[config.mk]
export PLATFORM = sky130hd
export DESIGN_NAME = nand_cmd_seq
export DESIGN_NICKNAME = d
export VERILOG_FILES = /design/src/rtl/nand_cmd_seq.sv
export SDC_FILE = /design/constraint.sdc
export NUM_CORES = 1
export LEC_CHECK = 0
export ABC_AREA = 1
export BUFFER_PORTS_ARGS = -buffer_cell sky130_fd_sc_hd__buf_2
export CAP_MARGIN = 20
export CORE_MARGIN = 8
export CORE_UTILIZATION = 63
export CTS_CLUSTER_SIZE = 24
export DETAILED_ROUTE_END_ITERATION = 10
export PLACE_DENSITY = 0.93
export SLEW_MARGIN = 20
export SYNTH_ARGS = -nofsm -noshare
export SYNTH_HDL_FRONTEND = slang
export SYNTH_SLANG_ARGS = --single-unit
[constraint.sdc]
create_clock -name clk -period 4.8 [get_ports clk]
set_input_delay 0.24 -clock clk [delete_from_list [all_inputs] [get_ports clk]]
set_output_delay 0.24 -clock clk [all_outputs]
set_load 0.1 [all_outputs]
[src/rtl/nand_cmd_seq.sv]
module nand_cmd_seq #(
  parameter int WE_W       = 2,
  parameter int RE_W       = 2,
  parameter int GAP        = 4,
  parameter int SETTLE     = 16,
  parameter int POLL_LIMIT = 8192,
  parameter int POLL_INT   = 64,
  parameter int ID_BYTES   = 5,
  parameter int PAGE_BYTES = 4314
) (
  input  logic        clk,
  input  logic        rst_n,
  input  logic        start,
  input  logic [1:0]  op,
  input  logic [23:0] page,
  input  logic [1:0]  chip,
  output logic [7:0]  rd_data,
  output logic        rd_valid,
  output logic        done,
  output logic        timeout,
  output logic [3:0]  ce,
  output logic        cle,
  output logic        ale,
  output logic        we_n,
  output logic        re_n,
  output logic [7:0]  dq_out,
  output logic        dq_oe,
  input  logic [7:0]  dq_in,
  input  logic        rdy
);

  localparam int CW = $clog2(WE_W + RE_W + GAP + SETTLE + 1);
  localparam int PW = $clog2(POLL_LIMIT + 1);
  localparam int IW = $clog2(POLL_INT + 1);
  localparam int BW = $clog2(PAGE_BYTES + ID_BYTES + 1);

  localparam logic [1:0] OP_RST  = 2'd0;
  localparam logic [1:0] OP_ID   = 2'd1;
  localparam logic [1:0] OP_PAGE = 2'd2;

  localparam logic [2:0] K_CMD    = 3'd0;
  localparam logic [2:0] K_ADDR   = 3'd1;
  localparam logic [2:0] K_SETTLE = 3'd2;
  localparam logic [2:0] K_WAIT   = 3'd3;
  localparam logic [2:0] K_READ   = 3'd4;
  localparam logic [2:0] K_END    = 3'd5;

  typedef enum logic [3:0] {
    S_IDLE, S_NEXT, S_WLO, S_WHI, S_GAP, S_SETTLE, S_POLL, S_RLO, S_RHI
  } st_t;

  st_t            st;
  logic [3:0]     step;
  logic [1:0]     op_q;
  logic [23:0]    page_q;
  logic [CW-1:0]  cnt;
  logic [PW-1:0]  pcnt;
  logic [IW-1:0]  icnt;
  logic [BW-1:0]  bcnt;
  logic [7:0]     wbyte;
  logic           wcmd;
  logic [3:0]     ce_r;

  logic [2:0]     kind;
  logic [7:0]     kbyte;
  logic [BW-1:0]  nlast;

  always_comb begin
    kind  = K_END;
    kbyte = 8'h00;
    nlast = (op_q == OP_ID) ? BW'(ID_BYTES - 1) : BW'(PAGE_BYTES - 1);
    case (op_q)
      OP_RST: begin
        case (step)
          4'd0: begin kind = K_CMD; kbyte = 8'hFF; end
          4'd1: kind = K_SETTLE;
          4'd2: kind = K_WAIT;
          default: kind = K_END;
        endcase
      end
      OP_ID: begin
        case (step)
          4'd0: begin kind = K_CMD; kbyte = 8'h90; end
          4'd1: begin kind = K_ADDR; kbyte = 8'h00; end
          4'd2: kind = K_READ;
          default: kind = K_END;
        endcase
      end
      OP_PAGE: begin
        case (step)
          4'd0: begin kind = K_CMD;  kbyte = 8'h00; end
          4'd1: begin kind = K_ADDR; kbyte = 8'h00; end
          4'd2: begin kind = K_ADDR; kbyte = 8'h00; end
          4'd3: begin kind = K_ADDR; kbyte = page_q[7:0]; end
          4'd4: begin kind = K_ADDR; kbyte = page_q[15:8]; end
          4'd5: begin kind = K_ADDR; kbyte = page_q[23:16]; end
          4'd6: begin kind = K_CMD;  kbyte = 8'h30; end
          4'd7: kind = K_WAIT;
          4'd8: kind = K_READ;
          default: kind = K_END;
        endcase
      end
      default: kind = K_END;
    endcase
  end

  assign we_n   = (st != S_WLO);
  assign re_n   = (st != S_RLO);
  assign dq_oe  = (st == S_WLO) || (st == S_WHI);
  assign cle    = dq_oe && wcmd;
  assign ale    = dq_oe && !wcmd;
  assign dq_out = wbyte;
  assign ce     = ce_r;

  always_ff @(posedge clk or negedge rst_n) begin
    if (!rst_n) begin
      st       <= S_IDLE;
      step     <= '0;
      op_q     <= '0;
      page_q   <= '0;
      cnt      <= '0;
      pcnt     <= '0;
      icnt     <= '0;
      bcnt     <= '0;
      wbyte    <= '0;
      wcmd     <= 1'b0;
      ce_r     <= '0;
      rd_data  <= '0;
      rd_valid <= 1'b0;
      done     <= 1'b0;
      timeout  <= 1'b0;
    end else begin
      done     <= 1'b0;
      rd_valid <= 1'b0;
      case (st)
        S_IDLE: begin
          if (start && op != 2'd3) begin
            op_q    <= op;
            page_q  <= page;
            ce_r    <= 4'b0001 << chip;
            step    <= '0;
            timeout <= 1'b0;
            st      <= S_NEXT;
          end
        end
        S_NEXT: begin
          cnt <= '0;
          case (kind)
            K_CMD, K_ADDR: begin
              wbyte <= kbyte;
              wcmd  <= (kind == K_CMD);
              st    <= S_WLO;
            end
            K_SETTLE: st <= S_SETTLE;
            K_WAIT: begin
              pcnt <= '0;
              icnt <= '0;
              st   <= S_POLL;
            end
            K_READ: begin
              bcnt <= '0;
              st   <= S_RLO;
            end
            default: begin
              ce_r <= '0;
              done <= 1'b1;
              st   <= S_IDLE;
            end
          endcase
        end
        S_WLO: begin
          if (cnt == CW'(WE_W - 1)) begin
            cnt <= '0;
            st  <= S_WHI;
          end else cnt <= cnt + 1'b1;
        end
        S_WHI: begin
          if (cnt == CW'(WE_W - 1)) begin
            cnt <= '0;
            st  <= S_GAP;
          end else cnt <= cnt + 1'b1;
        end
        S_GAP: begin
          if (cnt == CW'(GAP - 1)) begin
            step <= step + 4'd1;
            st   <= S_NEXT;
          end else cnt <= cnt + 1'b1;
        end
        S_SETTLE: begin
          if (cnt == CW'(SETTLE - 1)) begin
            step <= step + 4'd1;
            st   <= S_NEXT;
          end else cnt <= cnt + 1'b1;
        end
        S_POLL: begin
          if (rdy) begin
            step <= step + 4'd1;
            st   <= S_NEXT;
          end else if (icnt == IW'(POLL_INT - 1)) begin
            icnt <= '0;
            if (pcnt == PW'(POLL_LIMIT - 1)) begin
              timeout <= 1'b1;
              step    <= step + 4'd1;
              st      <= S_NEXT;
            end else pcnt <= pcnt + 1'b1;
          end else icnt <= icnt + 1'b1;
        end
        S_RLO: begin
          if (cnt == CW'(RE_W - 1)) begin
            rd_data  <= dq_in;
            rd_valid <= 1'b1;
            cnt      <= '0;
            st       <= S_RHI;
          end else cnt <= cnt + 1'b1;
        end
        S_RHI: begin
          if (cnt == CW'(RE_W - 1)) begin
            cnt <= '0;
            if (bcnt == nlast) begin
              step <= step + 4'd1;
              st   <= S_NEXT;
            end else begin
              bcnt <= bcnt + 1'b1;
              st   <= S_RLO;
            end
          end else cnt <= cnt + 1'b1;
        end
        default: st <= S_IDLE;
      endcase
    end
  end

  a_r2_ce_onehot: assert property (@(posedge clk) disable iff (!rst_n)
    $onehot0(ce));

  a_r7_latch_exclusive: assert property (@(posedge clk) disable iff (!rst_n)
    !(cle && ale));

  a_r7_write_needs_select: assert property (@(posedge clk) disable iff (!rst_n)
    !we_n |-> (ce != 4'b0000));

  a_r8_valid_after_strobe: assert property (@(posedge clk) disable iff (!rst_n)
    rd_valid |-> $past(!re_n));

  a_r11_done_deselected: assert property (@(posedge clk) disable iff (!rst_n)
    done |-> (ce == 4'b0000));

  a_r8_no_strobe_overlap: assert property (@(posedge clk) disable iff (!rst_n)
    !(!we_n && !re_n));

endmodule

======== Word level (Yosys, flattened, before mapping) ========
Index checks and enable logic that the tools add are counted.
storage, ports and cells
  register bits ........................... 97
  bits in latches ......................... 0
  bits in writable memories ............... 0
  bits in read-only memories .............. 0
  bits of input ports ..................... 40
  output and inout bits ................... 28
  logic and storage cells ................. 163
  memories kept ........................... 0
operators by class
  add/subtract/negate cells ............... 5
  multipliers ............................. 0
  divide/modulo/power cells ............... 0
  magnitude comparators ................... 0
  eq/ne operators ......................... 51
  shift operators ......................... 1
  muxes and demuxes ....................... 60
  bitwise gates (word level) .............. 0
  reduce and logical (&&, ||, !) cells .... 31
operators with widths
  kind                                             count
  two-way mux 4 bit                                20
  two-way mux 14 bit                               4
  two-way mux 13 bit                               4
  case mux 4 bit (9 select lines)                  1
  != test 2 bit, second input constant             17
  == test 4 x 3 -> 1 bit, second input constant    8
  case mux 8 bit (4 select lines)                  1
  case mux 14 bit (2 select lines)                 1
  case mux 3 bit (3 select lines)                  3
  case mux 13 bit (2 select lines)                 1
  case mux 3 bit (4 select lines)                  2
  case mux 8 bit (3 select lines)                  1
  two-way mux 7 bit                                3
  case mux 4 bit (5 select lines)                  1
  case mux 5 bit (4 select lines)                  1
  == test 4 x 2 -> 1 bit, second input constant    4
  two-way mux 8 bit                                2
  two-way mux 5 bit                                3
  adder 14 x 1 -> 14 bit, second input constant    1
  == test 14 x 13 -> 1 bit, second input constant  1
  case mux 7 bit (2 select lines)                  1
  adder 13 x 1 -> 13 bit, second input constant    1
  == test 13 bit                                   1
  AND reduction 5 bit                              2
  40 further kinds                                 64

======== Logic depth before layout (Yosys ltp) ========
  word-level depth ........................ 8
  depth in mapped cells ................... 15
  depth with buffers taken out ............ 14

======== Least setup slack after synthesis ========
No wires, ideal clock.
  kind .................................... register to output
  start point ............................. reg st[3]
  end point ............................... out ale
  data arrival time ....................... 3.587 ns
  required time ........................... 4.560 ns
  slack ................................... 0.973 ns
  stages on the path, launching flop included .. 6
  path buffers ............................ 0
  cell sequence ........................... dfrtp_1 > inv_1 > nand2_1 > nor2_1 > inv_1 > nor2_1
on the way
  longest elaborated chain between the ends .. 3
  elaborated cells on any way between the ends .. 4
  classes of those cells .................. 2 x eq/ne; 2 x reduce/logical
RTL lines
  what                    line  RTL
  from (decl)             52    st_t st;
  from (signal assigned)  117   st <= S_IDLE;
  from (signal assigned)  143   st <= S_NEXT;
  from (signal assigned)  152   st <= S_WLO;
  == test 4 x 2 -> 1 bit  109   assign dq_oe = (st == S_WLO) || (st == S_WHI);
  logical OR 1 bit *      109
  net dq_oe               27    output logic dq_oe,
  logical AND 1 bit *     111   assign ale = dq_oe && !wcmd;
  to (decl)               23    output logic ale,
The timed path passes the listed nets; every way through them passes the cells marked *.

======== Final worst setup path ========
  start point ............................. reg st[3]
  end point ............................... out cle
on the way
  longest elaborated chain between the ends .. 3
  elaborated cells on any way between the ends .. 4
  classes of those cells .................. 2 x eq/ne; 2 x reduce/logical
RTL lines
  what                    line  RTL
  == test 4 x 2 -> 1 bit  109
  logical OR 1 bit *      109
  logical AND 1 bit *     110   assign cle = dq_oe && wcmd;
  to (decl)               22    output logic cle,
Mark *: on every way between the ends. The rest lies on a longest branch, timed or not.

==> metrics.md <==
| Metric | Value |
|---|---|
| Crit path DAT | `2.22 ns` |
| First-pass GRT wire length | `23200 µm` |
| Largest net degree at the start of global routing | `55` |
| Placer Congestion | `0.994` |
| Area post-placement | `0.00598 mm²` |
| DRC viols | `0` |
| Worst setup SP type | `register` |
| # resized after CTS | `0` |
| Clock Latency Late Sink | `0.37 ns` |
| P per Cell Area | `606 mW/mm²` |
| Worst Skew | `0.0114 ns` |
| DR iter-0 viols | `464` |
| Max-cap viol count | `0` |
| Nets | `847` |
| Largest family of logic cells by synthesized area | `simple AND/OR/NAND/NOR gates` |
| Post-Syn Instances | `731` |
| Simple-gate share of the synthesized area | `33.0%` |
| Core area | `0.00868 mm²` |
| Die area | `0.0122 mm²` |
| Fmax achieved | `406 MHz` |
| PortBufs | `67` |
| TNS Setup | `0 ns` |
| DR WL/cell | `15.1 µm` |
| Final design area excluding fillers | `0.00624 mm²` |
| Worst hold stages | `3` |
| Worst setup path startpoint | `st[3]` |
| Routed met3 length | `837 µm` |
| Via density | `5.69` |
| Slowest cell on the critical path | `buf_2` |
| Highest routed layer | `met4` |
| Worst-Margin Slew | `0.688 ns` |
| Min Tclk post-route | `2.46 ns` |
| Synth Area in Compound Gates | `10.6%` |
| Worst path max stage delay | `0.46 ns` |
| DP HPWL | `9920 µm` |
| Cell variety after synth | `39` |
| Initial Util | `64.5%` |
| Post-DRT Antenna Nets | `0` |
| R2r startpoint | `step[1]` |
| Clock Tree Root | `clkbuf_8` |
| Ordered cell list for the critical path | `inv_1 -> nand2_1 -> nor2_1 -> inv_1 -> nor2_1 -> buf_2` |
| Seq cells post-synth | `97` |
| IO Count | `68` |
| Max IR drop VDD | `0.743 mV` |
| Type of the most critical hold path | `in -> reg` |
| CTS buffer count | `9` |
| TritonCTS clock tree | `built` |
| Synth-to-layout area growth | `11.4%` |
| Clock Sinks | `97` |
| Final number of setup-violating endpoints | `0` |
| Vias in the first global route | `5137` |
| Grt total ovfl | `0` |
| Hold wc startpoint | `dq_in[4]` |
| Clock transition at the registers of the reported paths | `0.10 ns` |
| Final hold violation count | `0` |
| Status | `completed` |
| Crit. End Element | `output pin` |
| RSZ-0062 raised after global routing | `no` |
| Fraction of the mapped netlist area in adder cells | `2.24%` |
| Die height | `110 µm` |
| Crit path kind | `reg -> out` |
| Drt pass-1 iters | `6` |
| Row Count | `34` |
| H-tree depth | `3` |
| Terminus of the critical flop-to-flop path | `pcnt[3]` |
| Mux contribution to synthesized area | `0.179%` |
| Max-slew violation count | `0` |
| Worst R2R Path Depth | `14` |
| Synth Net Count | `781` |
| Syn Std Cell Area | `0.00560 mm²` |
| Crit share post-route | `51.3%` |
| Final wirelength | `13700 µm` |
| WP data required | `4.56 ns` |
| YS warnings | `0` |
| Crit-path max FO | `4` |
| Ant. Diodes | `0` |
| Post-Syn Area per Cell | `7.65 µm²` |
| WL met2 | `7030 µm` |
| Leakage | `0.00308 µW` |
| CTS max path bufs | `2` |
| Initial antenna violation count | `0` |
| DR vias | `5175` |
| WL met1 | `5590 µm` |
| Register area share after synthesis | `43.4%` |
| Die width | `110 µm` |
| Layout cell share with drive strength beyond 1 | `19.1%` |
| Gr usage total | `23.6%` |
| XOR/XNOR share of the synthesized area | `2.97%` |
| FF-to-FF setup slack | `2.36 ns` |
| Worst Hold Path EP | `rd_data[4]` |
| Slew HR | `54.2%` |
## area by class of cell
class / instances / area, µm²
Clock buffer: 9 / 124
Inverter: 85 / 319
Multi-Input combinational cell: 533 / 2740
Fill cell: 644 / 2440
Tap cell: 108 / 135
Clock inverter: 7 / 118
Timing Repair Buffer: 71 / 370
Sequential cell: 97 / 2430
## where the power goes
part           switching (µW)  internal (µW)  leakage (µW)
registers                 148           1040       0.00125
clock network             306            347      0.000124
logic                    1550            388       0.00170
total                    2000           1770       0.00308
## placed cells by master, fill, tap and decap left out, types with 2 or more instances in the layout
| cell type | n |
|---|---|
| nand3_1 | 63 |
| inv_2 | 9 |
| o22ai_1 | 4 |
| nor3_4 | 2 |
| nor2_1 | 59 |
| nand3b_1 | 5 |
| nand3_2 | 4 |
| o21ai_2 | 21 |
| dfrtp_1 | 97 |
| o21ai_0 | 35 |
| nand2_2 | 7 |
| nor2_2 | 7 |
| nor3_2 | 4 |
| nand2_1 | 233 |
| buf_4 | 4 |
| o221ai_1 | 5 |
| o21ai_1 | 4 |
| nand3_4 | 2 |
| bufinv_16 | 3 |
| buf_2 | 66 |
| clkinv_2 | 2 |
| nor3_1 | 7 |
| nand4_1 | 4 |
| inv_1 | 75 |
| clkbuf_8 | 9 |
| a21oi_1 | 18 |
| nor2_4 | 2 |
| xor2_1 | 19 |
| or2_2 | 7 |
| nor4_1 | 3 |
| ha_1 | 10 |
## registers in the layout (all words and copies together) (netlist names)
name,flops
st,4
done,1
bcnt,13
timeout,1
rd_valid,1
ce,4
op_q,2
wcmd,1
pcnt,14
cnt,5
page_q,24
dq_out,8
icnt,7
step,4
rd_data,8
## metrics by stage
stage,util (%),power [µW],setup slack (ns),cells,hold slack (ns)
2_1_floorplan,-,2750,0.973,731,-0.0556
3_3_place_gp,69.0,3020,2.64,893,0.257
3_5_place_dp,69.0,3110,2.42,893,0.268
4_1_cts,71.9,3770,2.39,910,0.0555
5_1_grt,71.9,3970,2.19,910,0.0622
6_report,71.9,3780,2.34,910,0.0637
## routing by layer
layer	up-vias	track usage [%]
li1	2471	-
met1	2450	28.3
met2	221	41.5
met3	33	5.06
met4	0	6.95
met5	-	0
## synth_stat cells (all sizes together)
cell type / count / area [µm²]
nand2: 241 / 930
dfrtp: 97 / 2430
inv: 84 / 315
nand3: 69 / 390
nor2: 68 / 285
o21ai: 60 / 379
xor2: 19 / 166
a21oi: 18 / 90.1
nor3: 13 / 108
buf: 10 / 86.3
ha: 10 / 125
or2: 7 / 43.8
clkbuf: 6 / 22.5
nand3b: 5 / 37.5
o221ai: 5 / 43.8
nand4: 4 / 25.0
o22ai: 4 / 25.0
nor4: 3 / 18.8
a211o: 1 / 8.76
a221oi: 1 / 8.76
a22o: 1 / 8.76
a31oi: 1 / 21.3
clkinv: 1 / 3.75
mux2i: 1 / 10.0
nor3b: 1 / 7.51
o31ai: 1 / 7.51
## worst max-delay path by stage
stage | end | slack, ns | cells after the start
after detailed placement | pcnt[0] | 2.42 | 14
final | cle | 2.34 | 6
after floorplan | ale | 0.97 | 5
after global placement | pcnt[13] | 2.64 | 14
after global routing | pcnt[3] | 2.19 | 14
after CTS | ale | 2.39 | 6
## kinds of logic after synthesis
family,count (synthesis)
AOI/OAI and AO/OA,92
xor gates and xnor gates,19
adders and majority gates,10
buffers and inverters,101
DFF,97
muxes,1
and+or+nand+nor,411
## critical path, delay by kind of cell (launching register included)
| kind | cells | cell delay [ns] |
|---|---|---|
| and+or+nand+nor | 3 | 0.69 |
| buffers and inverters | 3 | 0.77 |
| DFF | 1 | 0.38 |
## what timing repair did
item,in CTS,in global routing
hold endpoints to repair,43,0
hold buffers,1,0
buffers inserted,0,0
setup endpoints to repair,0,0
(Power assumes the default switching activity.)
